## src/rtl/halt_wake_pkg.sv

```systemverilog
package halt_wake_pkg;

    typedef enum logic [1:0] {
        ACT_FULL_RST = 2'b00,
        ACT_WDT_RST  = 2'b01,
        ACT_NEXT     = 2'b10,
        ACT_VECTOR   = 2'b11
    } resume_act_e;

    typedef enum logic [2:0] {
        ST_RUN       = 3'd0,
        ST_SLEEP     = 3'd1,
        ST_RST_HOLD  = 3'd2,
        ST_OSC_START = 3'd3,
        ST_RESUME    = 3'd4
    } hw_state_e;

endpackage

```

## src/rtl/halt_wake_port_edge.sv

```systemverilog
module halt_wake_port_edge #(
    parameter int PORT_W = 8
) (
    input  logic              clk,
    input  logic              rst_n,
    input  logic [PORT_W-1:0] pin,
    input  logic [PORT_W-1:0] mask,
    output logic [PORT_W-1:0] fall
);
    logic [PORT_W-1:0] meta_q;
    logic [PORT_W-1:0] sync_q;
    logic [PORT_W-1:0] prev_q;

    for (genvar i = 0; i < PORT_W; i++) begin : g_bit
        // pins idle high: reset to 1 so release of reset is not an edge
        always_ff @(posedge clk or negedge rst_n) begin
            if (!rst_n) begin
                meta_q[i] <= 1'b1;
                sync_q[i] <= 1'b1;
                prev_q[i] <= 1'b1;
            end else begin
                meta_q[i] <= pin[i];
                sync_q[i] <= meta_q[i];
                prev_q[i] <= sync_q[i];
            end
        end
        assign fall[i] = prev_q[i] & ~sync_q[i] & mask[i];
    end

endmodule

```

## src/rtl/halt_wake_arb.sv

```systemverilog
module halt_wake_arb
    import halt_wake_pkg::*;
#(
    parameter int IRQ_N = 2
) (
    input  logic             ext_rst,
    input  logic             wdt_ovf,
    input  logic [IRQ_N-1:0] irq_fresh,
    input  logic [IRQ_N-1:0] irq_en,
    input  logic             stack_full,
    input  logic             port_hit,
    output logic             wake,
    output resume_act_e      act
);
    logic irq_any;
    logic irq_take;

    assign irq_any  = |irq_fresh;
    assign irq_take = (|(irq_fresh & irq_en)) && !stack_full;

    always_comb begin
        wake = 1'b1;
        act  = ACT_NEXT;
        if (ext_rst) begin
            act = ACT_FULL_RST;
        end else if (wdt_ovf) begin
            act = ACT_WDT_RST;
        end else if (irq_any) begin
            act = irq_take ? ACT_VECTOR : ACT_NEXT;
        end else if (port_hit) begin
            act = ACT_NEXT;
        end else begin
            wake = 1'b0;
        end
    end

endmodule

```

## src/rtl/halt_wake_flags.sv

```systemverilog
module halt_wake_flags (
    input  logic clk,
    input  logic rst_n,
    input  logic enter_sleep,
    input  logic wdt_wake,
    input  logic clr_wdt,
    output logic pdf,
    output logic to_flag
);
    always_ff @(posedge clk or negedge rst_n) begin
        if (!rst_n) begin
            pdf     <= 1'b0;
            to_flag <= 1'b0;
        end else if (enter_sleep) begin
            pdf     <= 1'b1;
            to_flag <= 1'b0;
        end else if (wdt_wake) begin
            to_flag <= 1'b1;
        end else if (clr_wdt) begin
            pdf     <= 1'b0;
            to_flag <= 1'b0;
        end
    end

    // entering sleep leaves power-down set and time-out clear
    a_r2_entry_flags: assert property (@(posedge clk) disable iff (!rst_n)
        enter_sleep |=> (pdf && !to_flag));

    // a lone clear-watchdog command drops both flags
    a_r3_clear_flags: assert property (@(posedge clk) disable iff (!rst_n)
        (clr_wdt && !enter_sleep && !wdt_wake) |=> (!pdf && !to_flag));

    // a watchdog wake keeps the power-down flag
    a_r5_pdf_kept: assert property (@(posedge clk) disable iff (!rst_n)
        (wdt_wake && !enter_sleep) |=> (pdf == $past(pdf)));

endmodule

```

## src/rtl/halt_wake_ctrl.sv

```systemverilog
module halt_wake_ctrl
    import halt_wake_pkg::*;
#(
    parameter int PORT_W     = 8,
    parameter int IRQ_N      = 2,
    parameter int RST_CYC    = 400000,
    parameter int SLOW_START = 1024,
    parameter int FAST_START = 2
) (
    input  logic              clk,
    input  logic              rst_n,
    input  logic              halt_cmd,
    input  logic              wdt_clr_cmd,
    input  logic              ext_rst_req,
    input  logic              wdt_ovf,
    input  logic [PORT_W-1:0] port_in,
    input  logic [PORT_W-1:0] port_wake_en,
    input  logic [IRQ_N-1:0]  irq_req,
    input  logic [IRQ_N-1:0]  irq_en,
    input  logic              stack_full,
    input  logic              osc_rc,
    input  logic              rc_fast_start,
    output logic              halted,
    output logic              pdf,
    output logic              to_flag,
    output logic              resume_stb,
    output logic [1:0]        resume_act
);
    localparam int MAX_CNT = (RST_CYC > SLOW_START) ? RST_CYC : SLOW_START;
    localparam int CNT_W   = $clog2(MAX_CNT + 1);

    hw_state_e        state, state_nxt;
    logic [CNT_W-1:0] cnt, cnt_nxt;
    resume_act_e      act_q, act_nxt;
    logic [IRQ_N-1:0] irq_snap;
    logic [IRQ_N-1:0] irq_fresh;
    logic [PORT_W-1:0] port_fall;
    logic             arb_wake;
    resume_act_e      arb_act;
    logic             enter_sleep;
    logic             wdt_wake;
    logic             clr_ok;
    logic [CNT_W-1:0] osc_load;
    logic [CNT_W-1:0] rst_load;

    halt_wake_port_edge #(.PORT_W(PORT_W)) u_port (
        .clk   (clk),
        .rst_n (rst_n),
        .pin   (port_in),
        .mask  (port_wake_en),
        .fall  (port_fall)
    );

    assign irq_fresh = irq_req & ~irq_snap;

    halt_wake_arb #(.IRQ_N(IRQ_N)) u_arb (
        .ext_rst    (ext_rst_req),
        .wdt_ovf    (wdt_ovf),
        .irq_fresh  (irq_fresh),
        .irq_en     (irq_en),
        .stack_full (stack_full),
        .port_hit   (|port_fall),
        .wake       (arb_wake),
        .act        (arb_act)
    );

    assign enter_sleep = (state == ST_RUN) && halt_cmd;
    assign clr_ok      = (state == ST_RUN) && wdt_clr_cmd;
    assign wdt_wake    = (state == ST_SLEEP) && arb_wake && (arb_act == ACT_WDT_RST);

    halt_wake_flags u_flags (
        .clk         (clk),
        .rst_n       (rst_n),
        .enter_sleep (enter_sleep),
        .wdt_wake    (wdt_wake),
        .clr_wdt     (clr_ok),
        .pdf         (pdf),
        .to_flag     (to_flag)
    );

    assign osc_load = (osc_rc && rc_fast_start) ? CNT_W'(FAST_START - 1)
                                                : CNT_W'(SLOW_START - 1);
    assign rst_load = CNT_W'(RST_CYC - 1);

    // next state
    always_comb begin
        state_nxt = state;
        cnt_nxt   = cnt;
        act_nxt   = act_q;
        unique case (state)
            ST_RUN: begin
                if (halt_cmd) state_nxt = ST_SLEEP;
            end
            ST_SLEEP: begin
                if (arb_wake) begin
                    act_nxt = arb_act;
                    if (arb_act == ACT_FULL_RST) begin
                        state_nxt = ST_RST_HOLD;
                        cnt_nxt   = rst_load;
                    end else begin
                        state_nxt = ST_OSC_START;
                        cnt_nxt   = osc_load;
                    end
                end
            end
            ST_RST_HOLD: begin
                if (cnt == '0) begin
                    state_nxt = ST_OSC_START;
                    cnt_nxt   = osc_load;
                end else begin
                    cnt_nxt = cnt - CNT_W'(1);
                end
            end
            ST_OSC_START: begin
                if (cnt == '0) state_nxt = ST_RESUME;
                else           cnt_nxt   = cnt - CNT_W'(1);
            end
            ST_RESUME: begin
                state_nxt = ST_RUN;
            end
            default: state_nxt = ST_RUN;
        endcase
    end

    // state register
    always_ff @(posedge clk or negedge rst_n) begin
        if (!rst_n) begin
            state    <= ST_RUN;
            cnt      <= '0;
            act_q    <= ACT_FULL_RST;
            irq_snap <= '0;
        end else begin
            state <= state_nxt;
            cnt   <= cnt_nxt;
            act_q <= act_nxt;
            if (enter_sleep) irq_snap <= irq_req;
        end
    end

    // outputs
    always_comb begin
        halted     = (state == ST_SLEEP) || (state == ST_RST_HOLD) || (state == ST_OSC_START);
        resume_stb = (state == ST_RESUME);
        resume_act = act_q;
    end

    // external reset outranks every other source
    a_r10_ext_first: assert property (@(posedge clk) disable iff (!rst_n)
        (state == ST_SLEEP && ext_rst_req) |=>
            (resume_act == ACT_FULL_RST && state == ST_RST_HOLD));

    // watchdog wake sets time-out and picks the watchdog-reset code
    a_r5_wdt_wake: assert property (@(posedge clk) disable iff (!rst_n)
        (state == ST_SLEEP && wdt_ovf && !ext_rst_req) |=>
            (to_flag && pdf && resume_act == ACT_WDT_RST));

    // strobe lasts one cycle and the core is released
    a_r11_stb_pulse: assert property (@(posedge clk) disable iff (!rst_n)
        resume_stb |=> (!resume_stb && !halted));

    // resume code only changes while sleeping
    a_r11_act_hold: assert property (@(posedge clk) disable iff (!rst_n)
        (state != ST_SLEEP) |=> $stable(resume_act));

    // start-up count steps down by one each cycle
    a_r9_count_down: assert property (@(posedge clk) disable iff (!rst_n)
        (state == ST_OSC_START && cnt != '0) |=>
            (state == ST_OSC_START && cnt == $past(cnt) - CNT_W'(1)));

    // with no fresh source the block stays asleep
    a_r8_quiet_sleep: assert property (@(posedge clk) disable iff (!rst_n)
        (state == ST_SLEEP && !ext_rst_req && !wdt_ovf &&
         (irq_req & ~irq_snap) == '0 && port_fall == '0) |=> (state == ST_SLEEP));

endmodule

```

## config.mk

```make
export PLATFORM = sky130hd
export DESIGN_NAME = halt_wake_ctrl
export DESIGN_NICKNAME = d
export VERILOG_FILES = /design/src/rtl/halt_wake_pkg.sv /design/src/rtl/halt_wake_port_edge.sv /design/src/rtl/halt_wake_arb.sv /design/src/rtl/halt_wake_flags.sv /design/src/rtl/halt_wake_ctrl.sv
export SDC_FILE = /design/constraint.sdc
export NUM_CORES = 1
export LEC_CHECK = 0
export BUFFER_PORTS_ARGS = -buffer_cell sky130_fd_sc_hd__buf_2
export CAP_MARGIN = 20
export CORE_MARGIN = 2
export CORE_UTILIZATION = 40
export DETAILED_ROUTE_END_ITERATION = 10
export PLACE_DENSITY = 0.7
export SYNTH_ARGS = -nofsm -noshare
export SYNTH_HDL_FRONTEND = slang
export SYNTH_SLANG_ARGS = --single-unit
export TNS_END_PERCENT = 50
```

## constraint.sdc

```tcl
create_clock -name clk -period 8.65 [get_ports clk]
set_input_delay 1.73 -clock clk [delete_from_list [all_inputs] [get_ports clk]]
set_output_delay 1.73 -clock clk [all_outputs]
set_load 0.02 [all_outputs]
```

### Word level (Yosys, flattened, before mapping)

Cells that the tools add are included.

| word-level totals | value |
|---|---|
| bits in registers | 52 |
| output and inout bits | 6 |

| cells by class | value |
|---|---|
| add/subtract/negate cells | 1 |
| eq/ne operators | 11 |
| mux-type cells | 25 |
| bitwise operators | 27 |
| reduce and logical (&&, ||, !) cells | 22 |

Operators by type and width:

| cell | count |
|---|---|
| $mux 19 | 4 |
| $pmux 19 s3 | 1 |
| $logic_not 19->1 | 1 |
| $sub 19x1->19 const B | 1 |
| $and 1x1->1 | 16 |
| $mux 3 | 4 |
| $ne 2x2->1 const B | 6 |
| $pmux 3 s4 | 1 |
| $mux 1 | 11 |
| $mux 10 | 1 |
| $not 1->1 | 8 |
| $reduce_or 8->1 | 1 |
| $eq 3x2->1 const B | 2 |
| $logic_and 1x1->1 | 6 |
| $mux 2 | 3 |
| $reduce_bool 3->1 | 2 |
| $and 2x2->2 | 2 |
| $reduce_and 2->1 | 2 |
| $reduce_and 4->1 | 1 |
| $reduce_or 2->1 | 2 |
| $eq 3x1->1 const B | 1 |
| $eq 3x3->1 const B | 1 |
| $logic_not 3->1 | 1 |
| $reduce_and 3->1 | 1 |
| 6 further kinds | 7 |

### Longest topological paths before layout

Gate-level depths: netlist of run 1.

| logic depth | value |
|---|---|
| word-level depth | 13 |
| gate-level depth with buffers | 10 |
| gate-level depth less buffers | 9 |

### By module

Synthesis of run 1 repeated with hierarchy kept, for this count alone.

| second synthesis, totals | value |
|---|---|
| cells, all modules | 220 |
| area, all modules | 2,424.8 µm² |

By module, submodules not included:

| module | instances | cells an instance | area an instance (µm²) | sequential area each (µm²) |
|---|---|---|---|---|
| halt_wake_ctrl | 1 | 175 | 1,605.3 | 650.6 |
| halt_wake_port_edge | 1 | 32 | 700.7 | 630.6 |
| halt_wake_flags | 1 | 7 | 78.8 | 50.0 |
| halt_wake_arb | 1 | 6 | 40.0 | 0.0 |

### Worst setup path before layout of run 1

OpenSTA, ideal clock, no wires.

| path | value |
|---|---|
| path kind | in2reg |
| start | in ext_rst_req |
| end | reg act_q[0], in the netlist resume_act[0] |
| setup time | 125 ps |
| data arrival time | 3,542 ps |
| data required time | 8,525 ps |
| path slack | 4,983 ps |
| stages on the path | 7 |
| path buffers | 1 |
| cells stage by stage | clkbuf_1 -> nor2_1 -> o21ai_0 -> or4_1 -> o311ai_0 -> nor2_1 -> mux2_2 |

| on the way | value |
|---|---|
| cells in the longest elaborated chain, start to end | 2 |
| elaborated cells on any way between the ends | 3 |

Ends and longest elaborated chain:

| element | RTL line | RTL |
|---|---|---|
| start, declared | halt_wake_ctrl.sv:14 | `input logic ext_rst_req,` |
| $mux 1 | halt_wake_arb.sv:24 | `if (ext_rst) begin` |
| $reduce_and 2->1 (no line) | n/a |  |
| end signal, assigned | halt_wake_ctrl.sv:135 | `act_q <= act_nxt;` |
| end, declared | halt_wake_ctrl.sv:34 | `resume_act_e act_q, act_nxt;` |

Several ways; a longest one is shown, not always the timed one.
A chain may end at the register's enable or synchronous reset.

### Worst setup path after layout of run 1

| path | value |
|---|---|
| start | in ext_rst_req |
| end | reg cnt[12] |

| on the way | value |
|---|---|
| cells in the longest elaborated chain, start to end | 5 |
| elaborated cells on any way between the ends | 8 |

Ends and longest elaborated chain:

| element | RTL line | RTL |
|---|---|---|
| $mux 2 | halt_wake_arb.sv:24 |  |
| $logic_not 2->1 | halt_wake_ctrl.sv:97 | `if (arb_act == ACT_FULL_RST) begin` |
| $mux 19 | halt_wake_ctrl.sv:97 |  |
| $mux 19 | halt_wake_ctrl.sv:95 | `if (arb_wake) begin` |
| $pmux 19 s3 | halt_wake_ctrl.sv:90 | `unique case (state)` |
| end signal, assigned | halt_wake_ctrl.sv:134 | `cnt <= cnt_nxt;` |
| end, declared | halt_wake_ctrl.sv:33 | `logic [CNT_W-1:0] cnt, cnt_nxt;` |

Several ways; a longest one is shown, not always the timed one. The select of a mux whose other input is x is not followed.

==> flow_summary.ini, run 1 <==
[run_status]
status = completed

[clock_tree]
path_clk_slew_ps = 110
clock-root-buffer = clkbuf_8
hold_buffers = 0
clk_latency_ps = 320
cts_buffer_depth = 2
cts-htree-levels = 2
cts_resized = 0
cts_buffers = 5
cts_tree = done
clock-sinks = 52
post-cts-setup-buffers = 0

[setup_path]
start_kind = input pin
critical_path_class = input pin to register
crit_path_end_kind = register
worstPathArrival_ps = 4430
cp_max_fo = 22
worstPathRequired_ps = 8900

[drt]
drt-initial-drc-count = 113
drt_drc_violations_left = 0
num_vias = 1804
routed_via_density = 5.42
routed_wl_um = 4750
drt_pass1_iterations = 4
ant_nets = 0
wl_per_cell_um = 14.3

[placement]
dp_hpwl_um = 3380
portBuffers = 34
placed_cell_area_um2 = 2570
place_congestion = 0.907

[global_route]
overflow = 0
grt_pass1_vias = 1767
antenna_found_initial = 0
grt_max_degree = 53
gr-usage-all-layers_pct = 16.5
grt_pass1_wl_um = 8300

[timing]
hold_viol_final = 0
finalCritPeriodShare_pct = 48.3
period_needed_ps = 4180
rsz0062_at_grt = false
slew_viol_final = 0
tns_ps = 0
fin_skew_ps = 13.2
setup_viol_count_final = 0
max_clock_freq_ghz = 0.239
slew_headroom_pct = 32.5
worst_pin_slew_ps = 1010

[synthesis]
synth_area_per_cell_um2 = 10.3
synth.distinct_cells = 40
synth_area_um2 = 2350
synth_edf_count = 0
ys_seq_area_share_pct = 56.7
netlist_instances = 227
synth-seq-cells = 52
ys.warnings.count = 0
synth_nets = 257
async_flop_share_pct = 100
ys.flop_type = dfrtp_1

[cells_and_area]
fillers = 505
seq_area_um2 = 1330
synthToLayoutAreaGrowth_pct = 14.5
antenna_cells = 0
multi_input_comb_area_um2 = 940
postLayoutCellArea_um2 = 2690
drive_gt1_share_pct = 29.9
fin_util_pct = 48.2
nNetsFinal = 290

[power]
power_density_nw_per_um2 = 221
ir_worst_vdd_uv = 115
p_leak_nw = 1.15
switching_share_pct = 31.6
power_frac_clock_pct = 25.3
seq_power_share_pct = 56.0
power.switching_uw = 188
p_int_uw = 406
p_comb_share_pct = 18.6

[die]
num_rows = 27
die_h_um = 80.6
boundaryPins = 35
design.die.area_um2 = 6490
design.core.area_um2 = 5570
initial_core_util_pct = 42.1
die_w_um = 80.6

[min_path]
hp-class = register to register

[run]
max_cap_violations = 0
==> cell usage after synthesis (all sizes together) (2+ instances only) <==
| library cell | instances | area share [%] |
|---|---|---|
| a32o | 3 | 1.3 |
| or3 | 8 | 2.1 |
| a22o | 5 | 1.9 |
| a31oi | 3 | 0.80 |
| dfrtp | 28 | 30 |
| o31ai | 4 | 1.3 |
| o22ai | 6 | 1.6 |
| mux2 | 4 | 1.9 |
| o41ai | 4 | 1.5 |
| nor3b | 2 | 0.64 |
| o21ai | 17 | 3.6 |
| nor4 | 3 | 0.80 |
| or2 | 4 | 1.2 |
| dfstp | 24 | 27 |
| inv | 10 | 1.6 |
| a21oi | 10 | 2.6 |
| clkbuf | 6 | 0.96 |
| nor3 | 8 | 1.7 |
| buf | 3 | 0.64 |
| nor2 | 19 | 3.0 |
| o2bb2ai | 3 | 1.1 |
| or4 | 8 | 2.9 |
| nand2 | 30 | 4.8 |
| o32ai | 2 | 0.75 |
==> worst paths after layout <==
check,slack [ps],cells after the start,end,startpoint
worst max register to register,4920,9,cnt[12],cnt[0]
worst max-delay path,4470,8,cnt[12],ext_rst_req
max in group asynchronous,6760,2,u_port.prev_q[6],rst_n
worst min register to register,360,0,u_port.prev_q[2],u_port.sync_q[2]
min in group asynchronous,1620,1,u_port.prev_q[5],rst_n
worst min-delay path,360,0,u_port.prev_q[2],u_port.sync_q[2]
==> cells in the final DEF (no fill, tap or decap), types with 3 or more instances in the layout <==
cell type	netlist	routed
a21oi_1	9	9
a22o_1	5	5
a31oi_1	3	3
a32o_1	3	3
buf_2	3	34
clkbuf_8	0	5
dfrtp_1	28	28
dfstp_2	24	24
inv_1	10	10
mux2_2	4	4
nand2_1	30	30
nor2_1	19	19
nor3_1	8	8
nor4_1	3	3
o21ai_0	17	17
o22ai_1	6	6
o2bb2ai_1	3	3
o31ai_1	4	4
o41ai_1	4	4
or2_2	3	3
or3_1	8	8
or4_1	6	6
==> sequential cells by signal, indices dropped and copies added (netlist names) <==
name / cells
cnt: 19
u_port.meta_q: 8
u_port.prev_q: 8
u_port.sync_q: 8
state: 3
irq_snap: 2
resume_act: 2
u_flags.pdf: 1
u_flags.to_flag: 1
==> metrics by stage <==
step	cells	hold WS [ps]	total power [mW]	setup WS (ps)
final	333	358	0.595	4470
after detailed placement	324	348	0.445	4170
after global placement	324	345	0.442	4230
after CTS	332	359	0.598	4500
after floorplan	227	345	0.407	4980
after global routing	333	365	0.634	4220
==> per-layer routing <==
layer	up-vias	routed length, um	global-route usage [%]
li1	895	-	-
met1	853	2310	24.1
met2	50	2140	23.8
met3	6	245	4.04
met4	0	59	5.76
met5	-	0	0
==> power by group through the flow <==
stage	registers, mW	clock network, mW	logic, mW
2_1_floorplan	0.325	0	0.0824
3_3_place_gp	0.336	0	0.107
3_5_place_dp	0.336	0	0.108
4_1_cts	0.333	0.155	0.110
5_1_grt	0.342	0.167	0.125
6_report	0.333	0.151	0.111
==> worst max-delay path: stages <==
cell	delay, ps
buf_2	150
nor2_1	130
o21ai_0	90
or4_1	430
o211ai_1	830
inv_1	590
o21ai_0	270
a22o_1	200
==> cells by family after synthesis <==
group	synth area share, %
AO/OA/AOI/OAI	18.5
AND/OR/NAND/NOR	19.1
flip-flops	56.7
multiplexers	1.92
adder cells (fa/ha/maj)	0.533
buffers and inverters	3.20
==> final cells by class <==
cell class,instances,share of cell area [%]
sequential,52,49.6
multi-input combinational,156,35.0
timing repair buffer,35,7.08
tap,72,3.35
clock buffer,5,2.56
inverter,10,1.40
clock inverter,3,1.07
Power figures use the tool's default switching activity.
==> inputs of run 2 (changes only) <==
--- a/config.mk
+++ b/config.mk
@@ -5,6 +5,7 @@
 export SDC_FILE = /design/constraint.sdc
 export NUM_CORES = 1
 export LEC_CHECK = 0
+export ABC_AREA = 1
 export BUFFER_PORTS_ARGS = -buffer_cell sky130_fd_sc_hd__buf_2
 export CAP_MARGIN = 20
 export CORE_MARGIN = 2
==> constraint.sdc (replaced) <==
create_clock -name clk -period 4.2 [get_ports clk]
set_input_delay 0.84 -clock clk [delete_from_list [all_inputs] [get_ports clk]]
set_output_delay 0.84 -clock clk [all_outputs]
set_load 0.02 [all_outputs]
==> run 2 against run 1 <==
  * Sequential power increased by 130%
  * Cell count increased by 53%
  * Largest power group is now combinational logic
  * Combinational power increased to 7.4 times the previous value
  * Non-clock buffer count increased by 1
  * Setup slack got worse by 2500 ps
  * Hold slack improved by 3.8 ps
  * Highest routed layer unchanged
  * Core utilization decreased by 1.7 points
  * Global-route usage increased by 1.5 points
==> flow_summary.ini, run 2 <==
[placement]
placed_cell_area_um2 = 3060
place_congestion = 0.891
dp_hpwl_um = 4540
portBuffers = 34

[clock_tree]
hold_buffers = 0
post-cts-setup-buffers = 0
path_clk_slew_ps = 110
clk_latency_ps = 320
cts_buffer_depth = 2
clock-root-buffer = clkbuf_8
cts_tree = done
cts_resized = 0
cts_buffers = 5
cts-htree-levels = 2
clock-sinks = 52

[cells_and_area]
drive_gt1_share_pct = 19.9
layout_common_cells = nand2_1 (143), nand3_1 (41), inv_1 (39), nor2_1 (38), buf_2 (34)
antenna_cells = 0
fillers = 675
synthToLayoutAreaGrowth_pct = 13.0
largest_reg_flops = 19
regMostFlops = cnt
nNetsFinal = 441
postLayoutCellArea_um2 = 3160
final_common_cell = nand2_1

[timing]
slew_viol_final = 0
fin_skew_ps = 11.6
hold_viol_final = 0
period_needed_ps = 2180
setup_viol_count_final = 0
tns_ps = 0
worst_pin_slew_ps = 613
finalCritPeriodShare_pct = 51.9
max_clock_freq_ghz = 0.459
slew_headroom_pct = 58.9
rsz0062_at_grt = false

[setup_path]
critPathLaunch = cnt[0]
crit_end = cnt[5]
worstPathArrival_ps = 2450
start_kind = register
cp_max_fo = 20
crit_path_end_kind = register
r2r_cells = 9
critical_path_class = register to register
worstPathRequired_ps = 4470
rr_startpoint = cnt[0]
r2r_slack_ps = 2020
worstReg2RegEnd = cnt[5]

[drt]
wl_per_cell_um = 11.9
drt_drc_violations_left = 0
routed_via_density = 4.80
num_vias = 2436
ant_nets = 0
drt_pass1_iterations = 4
drt-initial-drc-count = 134
routed_wl_um = 6030

[synthesis]
synth.distinct_cells = 26
ys.flop_type = dfrtp_1
synth_nets = 403
yosys.area.top_type = dfrtp_1
yosysTopAreaCellShare_pct = 25.1
netlist_instances = 373
synth_area_per_cell_um2 = 7.49
synth-seq-cells = 52
synth_area_um2 = 2790
ys.warnings.count = 0
ys_seq_area_share_pct = 47.6
yosys-top-cells-count = nand2_1 (143), nand3_1 (41), inv_1 (39), nor2_1 (38), dfrtp_1 (28)
async_flop_share_pct = 100
synthTopCellsByArea = dfrtp_1 (25%), dfstp_2 (23%), nand2_1 (19%)
yosysMostFrequentCell = nand2_1
synth_edf_count = 0

[power]
p_leak_nw = 1.64
ir_worst_vdd_uv = 305
power_density_nw_per_um2 = 599

[die]
design.core.area_um2 = 6790
design.die.area_um2 = 7670
die_w_um = 87.6
num_rows = 30
initial_core_util_pct = 41.1
boundaryPins = 35
die_h_um = 87.6

[global_route]
grt_pass1_vias = 2496
grt_pass1_wl_um = 10900
gr-usage-all-layers_pct = 18.0
antenna_found_initial = 0
overflow = 0
grt_max_degree = 28

[min_path]
hp-start = u_port.meta_q[0]
hp-class = register to register

[run]
max_cap_violations = 0

[run_status]
status = completed
## run 2: worst max-delay path, cell delays in order, from the launching register on
cell,delay (ps)
dfrtp_1,450
inv_1,100
ha_1,260
nand2_2,170
nor2_4,180
nand3_4,200
nor2_4,170
nand3b_2,390
nand2_1,110
nand2_1,90
## run 2: final cells by class
class	instances	area, um^2	share of cell area, %
flip-flops and latches	52	1330	42.2
multi-input cells	277	1270	40.3
repair buffers	36	185	5.86
inverters	39	146	4.64
well taps	96	120	3.80
clock buffers	5	68.8	2.18
clock inverters	3	33.8	1.07
## run 2: layer usage
layer	global-route usage, %	part of all wire [%]
met5	0	0
met4	6.29	1.3
met3	3.30	3.3
met2	31.9	50
met1	21.9	46
## run 2: cell families (layout without fill, tap and decap cells)
group / Yosys count / in the layout / share of synthesized area, %
AOI/OAI and AO/OA: 20 / 20 / 3.99
adders and majority gates: 1 / 1 / 0.448
and+or+nand+nor: 251 / 251 / 39.5
DFF: 52 / 52 / 47.6
xor gates and xnor gates: 5 / 5 / 1.57
buffers and inverters: 44 / 83 / 6.81
## run 2: how the worst min path moves through the flow
stage,cells past startpoint,end,slack [ps]
after floorplan,0,u_port.sync_q[0],350
after global placement,0,u_port.sync_q[1],350
after detailed placement,0,u_port.sync_q[0],350
after CTS,0,u_port.sync_q[0],360
after global routing,0,u_port.sync_q[3],370
final,0,u_port.sync_q[0],360
## run 2: report_power, final
group          internal, mW  switching [mW]  total (mW)
sequential            0.634           0.125       0.760
combinational         0.289           0.526       0.816
clock                 0.126           0.192       0.317
## run 2: stage by stage
| step | power [mW] | cells | util (%) | setup slack [ps] | hold slack [ps] |
|---|---|---|---|---|---|
| floorplan | 1.38 | 373 | - | 2380 | 345 |
| global placement | 1.55 | 500 | 45.0 | 2080 | 346 |
| detailed placement | 1.58 | 500 | 45.0 | 2010 | 347 |
| CTS | 1.91 | 508 | 46.5 | 2000 | 363 |
| global route | 2.09 | 508 | 46.5 | 1820 | 368 |
| finish | 1.89 | 508 | 46.5 | 2020 | 361 |
